===== src/rtl/gpio_pkg.sv =====
package gpio_pkg;
    localparam int ADDR_W = 2;

    typedef enum logic [ADDR_W-1:0] {
        ADDR_DATA = 2'd0,
        ADDR_IN   = 2'd1,
        ADDR_DIR  = 2'd2,
        ADDR_RSV  = 2'd3
    } addr_e;
endpackage


===== src/rtl/gpio_sync.sv =====
module gpio_sync #(
    parameter int W = 6
) (
    input  logic         clk,
    input  logic         rst_n,
    input  logic [W-1:0] d_in,
    output logic [W-1:0] q_out
);
    typedef struct packed {
        logic [W-1:0] s1;
        logic [W-1:0] s2;
    } sync_t;

    sync_t st_d, st_q;

    always_comb begin
        st_d    = st_q;
        st_d.s1 = d_in;
        st_d.s2 = st_q.s1;
    end

    always_ff @(posedge clk) begin
        if (!rst_n) st_q <= '0;
        else        st_q <= st_d;
    end

    assign q_out = st_q.s2;

    // Counts the edges since reset, saturating at 2, so the check only
    // looks back over cycles that followed reset.
    logic [1:0] warm_q;
    always_ff @(posedge clk) begin
        if (!rst_n)            warm_q <= 2'd0;
        else if (warm_q != 2'd2) warm_q <= warm_q + 2'd1;
    end

    assert_sync_two_cycle_R8: assert property (@(posedge clk) disable iff (!rst_n)
        (warm_q == 2'd2) |-> (q_out == $past(d_in, 2)));
endmodule


===== src/rtl/gpio_regs.sv =====
module gpio_regs
    import gpio_pkg::*;
#(
    parameter int N = 6
) (
    input  logic              clk,
    input  logic              rst_n,
    input  logic              wr_en,
    input  logic [ADDR_W-1:0] addr,
    input  logic [N-1:0]      wbits,
    output logic [N-1:0]      ddr_q,
    output logic [N-1:0]      dat_q
);
    typedef struct packed {
        logic [N-1:0] ddr;
        logic [N-1:0] dat;
    } regs_t;

    regs_t r_d, r_q;

    always_comb begin
        r_d = r_q;
        if (wr_en) begin
            case (addr)
                ADDR_DIR:  r_d.ddr = wbits;
                ADDR_DATA: r_d.dat = wbits;
                default:   ;
            endcase
        end
    end

    always_ff @(posedge clk) begin
        if (!rst_n) r_q <= '0;
        else        r_q <= r_d;
    end

    assign ddr_q = r_q.ddr;
    assign dat_q = r_q.dat;

    assert_dir_write_R4: assert property (@(posedge clk) disable iff (!rst_n)
        (wr_en && addr == ADDR_DIR) |=> (ddr_q == $past(wbits)));

    assert_dir_hold_R7: assert property (@(posedge clk) disable iff (!rst_n)
        !(wr_en && addr == ADDR_DIR) |=> $stable(ddr_q));

    assert_ignored_write_R11: assert property (@(posedge clk) disable iff (!rst_n)
        (wr_en && (addr == ADDR_IN || addr == ADDR_RSV)) |=> ($stable(ddr_q) && $stable(dat_q)));
endmodule


===== src/rtl/gpio_dir_mux.sv =====
module gpio_dir_mux #(
    parameter int N = 6
) (
    input  logic [N-1:0] ddr,
    input  logic [N-1:0] dat,
    input  logic [N-1:0] tx_en,
    input  logic [N-1:0] rx_en,
    input  logic [N-1:0] tx_data,
    output logic [N-1:0] oe,
    output logic [N-1:0] out
);
    for (genvar i = 0; i < N; i++) begin : g_pin
        always_comb begin
            if (tx_en[i]) begin
                oe[i]  = 1'b1;
                out[i] = tx_data[i];
            end else if (rx_en[i]) begin
                oe[i]  = 1'b0;
                out[i] = dat[i];
            end else begin
                oe[i]  = ddr[i];
                out[i] = dat[i];
            end
        end
    end
endmodule


===== src/rtl/gpio_port_ovr.sv =====
module gpio_port_ovr
    import gpio_pkg::*;
#(
    parameter int N_PINS = 6,
    parameter int DATA_W = 8
) (
    input  logic              clk,
    input  logic              rst_n,
    input  logic              wr_en,
    input  logic [ADDR_W-1:0] addr,
    input  logic [DATA_W-1:0] wdata,
    output logic [DATA_W-1:0] rdata,
    input  logic [N_PINS-1:0] pin_in,
    output logic [N_PINS-1:0] pin_out,
    output logic [N_PINS-1:0] pin_oe,
    input  logic [N_PINS-1:0] per_tx_en,
    input  logic [N_PINS-1:0] per_rx_en,
    input  logic [N_PINS-1:0] per_tx_data
);
    localparam int PAD_W = DATA_W - N_PINS;

    logic [N_PINS-1:0] ddr_q, dat_q, sync_lvl;
    logic [N_PINS-1:0] rd_bits;
    logic              unused_wdata_hi;

    assign unused_wdata_hi = ^wdata[DATA_W-1:N_PINS];

    gpio_regs #(.N(N_PINS)) u_regs (
        .clk   (clk),
        .rst_n (rst_n),
        .wr_en (wr_en),
        .addr  (addr),
        .wbits (wdata[N_PINS-1:0]),
        .ddr_q (ddr_q),
        .dat_q (dat_q)
    );

    gpio_sync #(.W(N_PINS)) u_sync (
        .clk   (clk),
        .rst_n (rst_n),
        .d_in  (pin_in),
        .q_out (sync_lvl)
    );

    gpio_dir_mux #(.N(N_PINS)) u_mux (
        .ddr     (ddr_q),
        .dat     (dat_q),
        .tx_en   (per_tx_en),
        .rx_en   (per_rx_en),
        .tx_data (per_tx_data),
        .oe      (pin_oe),
        .out     (pin_out)
    );

    always_comb begin
        case (addr)
            ADDR_DATA: rd_bits = (pin_oe & dat_q) | (~pin_oe & sync_lvl);
            ADDR_IN:   rd_bits = sync_lvl;
            ADDR_DIR:  rd_bits = ddr_q;
            default:   rd_bits = '0;
        endcase
    end

    assign rdata = {{PAD_W{1'b0}}, rd_bits};

    for (genvar i = 0; i < N_PINS; i++) begin : g_chk
        assert_tx_forces_out_R5: assert property (@(posedge clk) disable iff (!rst_n)
            per_tx_en[i] |-> (pin_oe[i] && pin_out[i] == per_tx_data[i]));
        assert_rx_forces_in_R6: assert property (@(posedge clk) disable iff (!rst_n)
            (per_rx_en[i] && !per_tx_en[i]) |-> !pin_oe[i]);
        assert_tx_priority_R10: assert property (@(posedge clk) disable iff (!rst_n)
            (per_rx_en[i] && per_tx_en[i]) |-> pin_oe[i]);
        assert_dir_follows_R3: assert property (@(posedge clk) disable iff (!rst_n)
            (!per_rx_en[i] && !per_tx_en[i]) |-> (pin_oe[i] == ddr_q[i]));
    end
endmodule


===== config.mk =====
export PLATFORM = sky130hd
export DESIGN_NAME = gpio_port_ovr
export DESIGN_NICKNAME = d
export VERILOG_FILES = /design/src/rtl/gpio_pkg.sv /design/src/rtl/gpio_sync.sv /design/src/rtl/gpio_regs.sv /design/src/rtl/gpio_dir_mux.sv /design/src/rtl/gpio_port_ovr.sv
export SDC_FILE = /design/constraint.sdc
export NUM_CORES = 1
export LEC_CHECK = 0
export BUFFER_PORTS_ARGS = -buffer_cell sky130_fd_sc_hd__buf_2
export CAP_MARGIN = 25
export CELL_PAD_IN_SITES_DETAIL_PLACEMENT = 1
export CELL_PAD_IN_SITES_GLOBAL_PLACEMENT = 1
export CORE_ASPECT_RATIO = 0.75
export CORE_MARGIN = 5
export CORE_UTILIZATION = 30
export DETAILED_ROUTE_END_ITERATION = 10
export PLACE_DENSITY = 0.84
export RECOVER_POWER = 100
export SYNTH_ARGS = -nofsm -noshare
export SYNTH_HDL_FRONTEND = slang
export SYNTH_HIERARCHICAL = 1
export SYNTH_SLANG_ARGS = --single-unit

===== constraint.sdc =====
create_clock -name clk -period 1.2 [get_ports clk]
set_input_delay 0.24 -clock clk [delete_from_list [all_inputs] [get_ports clk]]
set_output_delay 0.24 -clock clk [all_outputs]
set_load 0.02 [all_outputs]

==> run metrics <==
DRC Markers=0; grt ovf=0; IR drop worst, VDD=639 uV; Max transition margin=64.8%; ANT nets after route=0; Worst Skew=0.00467 ns; vias in the first global route=1212; Final WS setup=-0.308 ns; RSZ-0062 raised after global routing=true; I/O pin count=57; share of layout cells above drive strength 1=69.6%; Clock transition at path regs=0.08 ns; Final Max Tran Viols=0; R2R Path Start=u_regs/ddr_q[3]; initial antenna violation count=0; Least-Margin Pin Slew=0.528 ns; CP required=0.96 ns; power per cell area=1050 nW/um2; Max Clock Freq=663 MHz; first-pass detailed-route iteration total=2; R2R cell count=3; FF+latch area=495 um2; YS warnings=6; status=finished with violations; leading cell types in the layout, fill and taps excluded=buf_2 (33), buf_6 (20), buf_4 (19); Crit Path Max Fanout=3; Yosys reg bits=24; Core Region=3660 um2; pre-CTS WS=-0.126 ns; routed vias/inst=4.53; Reg2Reg Setup Slack=0.42 ns; main flop type after synthesis=dfxtp_1; Setup crit start kind=register; DRT iter0 DRCs=27; max_cap viols=0; hold_sp=pin_in[1]; Cell Chain, Critical Path=a21o_4, a32oi_2, o21ai_2, buf_6; input/output buffers=52; clk_lat worst skew=0.27 ns; CTS tree=done; post-synthesis cell count=118; violated checks=negative setup slack; fill cell count=447; Area Overhead vs Synth=67.9%; Die Y=63.4 um; Root Buffer Master=clkbuf_8; Max stage delay on crit path=0.33 ns; CTS Buffer Depth=2; die area=5140 um2; first-pass GRT wire length=5.75 mm; GP Congestion=0.762; WP data arrival=1.27 ns; Synth cell types=18; Layout Nets=229; Seq/Total Area, Yosys=42.2%; pin count of the biggest net entering global routing=31; CTS sink cnt=24; Initial Utilization=31.1%; vias=1100; row cnt=19; worst hold stages=2; CTS buffer count=3; Min-Delay Path Class=input port to register; H-tree depth=1; drt wl/cell=15.6 um; Worst Hold End=u_sync/st_d[1]; CP Class=register to primary output; Detail Placement HPWL=2.63 mm; GRT Overall Usage=14.6%; final worst path period need=1.51 ns; Die Width=81.1 um; Util after Layout=52.2%; post-synthesis cell area=1140 um2; reg2reg end=u_regs/ddr_q[3]; asr flop ratio synth=0%; CP Capture Type=primary output; P_leak=0.954 nW; drt total wl=3.80 mm; most common cell after layout, fill and taps aside=buf_2; multi-input logic area=697 um2; Post-synth EDFFs=0; Final Cycle Share=126%; Critical-path top delay cell=dfxtp_2; Final Hold Viols=0; number of diodes=0; number of setup violations in the final report=14; mean post-synth cell area=9.65 um2
worst max path at each step:
stage                    startpoint  endpoint  slack [ns]  depth (start not counted)
floorplan           u_regs/ddr_q[0]  rdata[0]        0.06                          4
global placement            addr[0]  rdata[2]       -0.12                          5
detailed placement          addr[0]  rdata[2]       -0.13                          5
CTS                 u_regs/ddr_q[3]  rdata[3]       -0.33                          4
global route        u_regs/ddr_q[1]  rdata[1]       -0.35                          5
finish              u_regs/ddr_q[3]  rdata[3]       -0.31                          4
metrics by stage:
stage / area (um2) / std cells / power (mW) / hold WS (ns) / TNS (ns)
6_report: 1910 / 243 / 2.00 / 0.171 / -2.21
5_1_grt: 1910 / 243 / 2.09 / 0.162 / -2.81
4_1_cts: 1840 / 242 / 2.00 / 0.161 / -2.36
3_5_place_dp: 1600 / 237 / 1.21 / 0.425 / -0.884
3_3_place_gp: 1600 / 237 / 1.19 / 0.414 / -0.676
2_1_floorplan: 1160 / 119 / 1.04 / 0.367 / 0
cell type report:
type                    count  area share, %
clock inverters             1           1.57
repair buffers             73           28.1
well taps                  52           3.40
inverters                  12           2.36
multi-input cells          78           36.5
clock buffers               3           2.16
flip-flops and latches     24           25.9
state kept, by name (all words and copies together) (netlist names):
signal,count
u_sync/q_out,6
u_regs/ddr_q,6
u_regs/dat_q,6
u_sync/st_d,6
worst max-delay path: cells and delay by family, from the launching register on:
family                 cells  cell delay (ns)
AO/OA/AOI/OAI              3             0.53
buffers and inverters      1             0.14
flip-flops                 1             0.33
cells by family after synthesis:
family / after synthesis / synth area share, %
simple gates: 34 / 17.4
compound gates: 24 / 14.5
flops: 24 / 42.2
mux: 18 / 18.5
buf+inv: 17 / 7.14
other cells: 1 / 0.329
synth_stat cells (2+ instances only):
| library cell | number | share of area [%] |
|---|---|---|
| a21o_2 | 6 | 4.6 |
| a32oi_1 | 6 | 4.6 |
| and2_1 | 4 | 2.2 |
| and2_2 | 8 | 5.3 |
| buf_2 | 2 | 0.88 |
| buf_4 | 2 | 1.3 |
| dfxtp_1 | 24 | 42 |
| inv_1 | 12 | 4.0 |
| mux2_4 | 6 | 7.9 |
| mux2i_1 | 12 | 11 |
| nand2_1 | 18 | 5.9 |
| o21ai_0 | 12 | 5.3 |
routing by layer:
layer / part of all wire (%) / up-vias / GRT usage [%] / wire, um
met5: 0 / - / 0 / 0
met4: 2.9 / 0 / 6.33 / 109
li1: - / 539 / - / -
met1: 40 / 515 / 16.3 / 1510
met2: 51 / 37 / 25.5 / 1940
met3: 6.1 / 9 / 4.13 / 232
power breakdown:
part	total (mW)	switching [mW]	internal, mW
combinational	0.433	0.207	0.226
sequential	0.849	0.0177	0.831
clock	0.716	0.270	0.446
timing repair:
action / in CTS / in global routing
endpoints found under the setup margin: 18 / 18
resized for setup: 55 / 23
endpoints found under the hold margin: 0 / 0
hold buffers: 0 / 0
pin swaps: 8 / 6
setup buffers: 1 / 2
(Power assumes the default switching activity.)
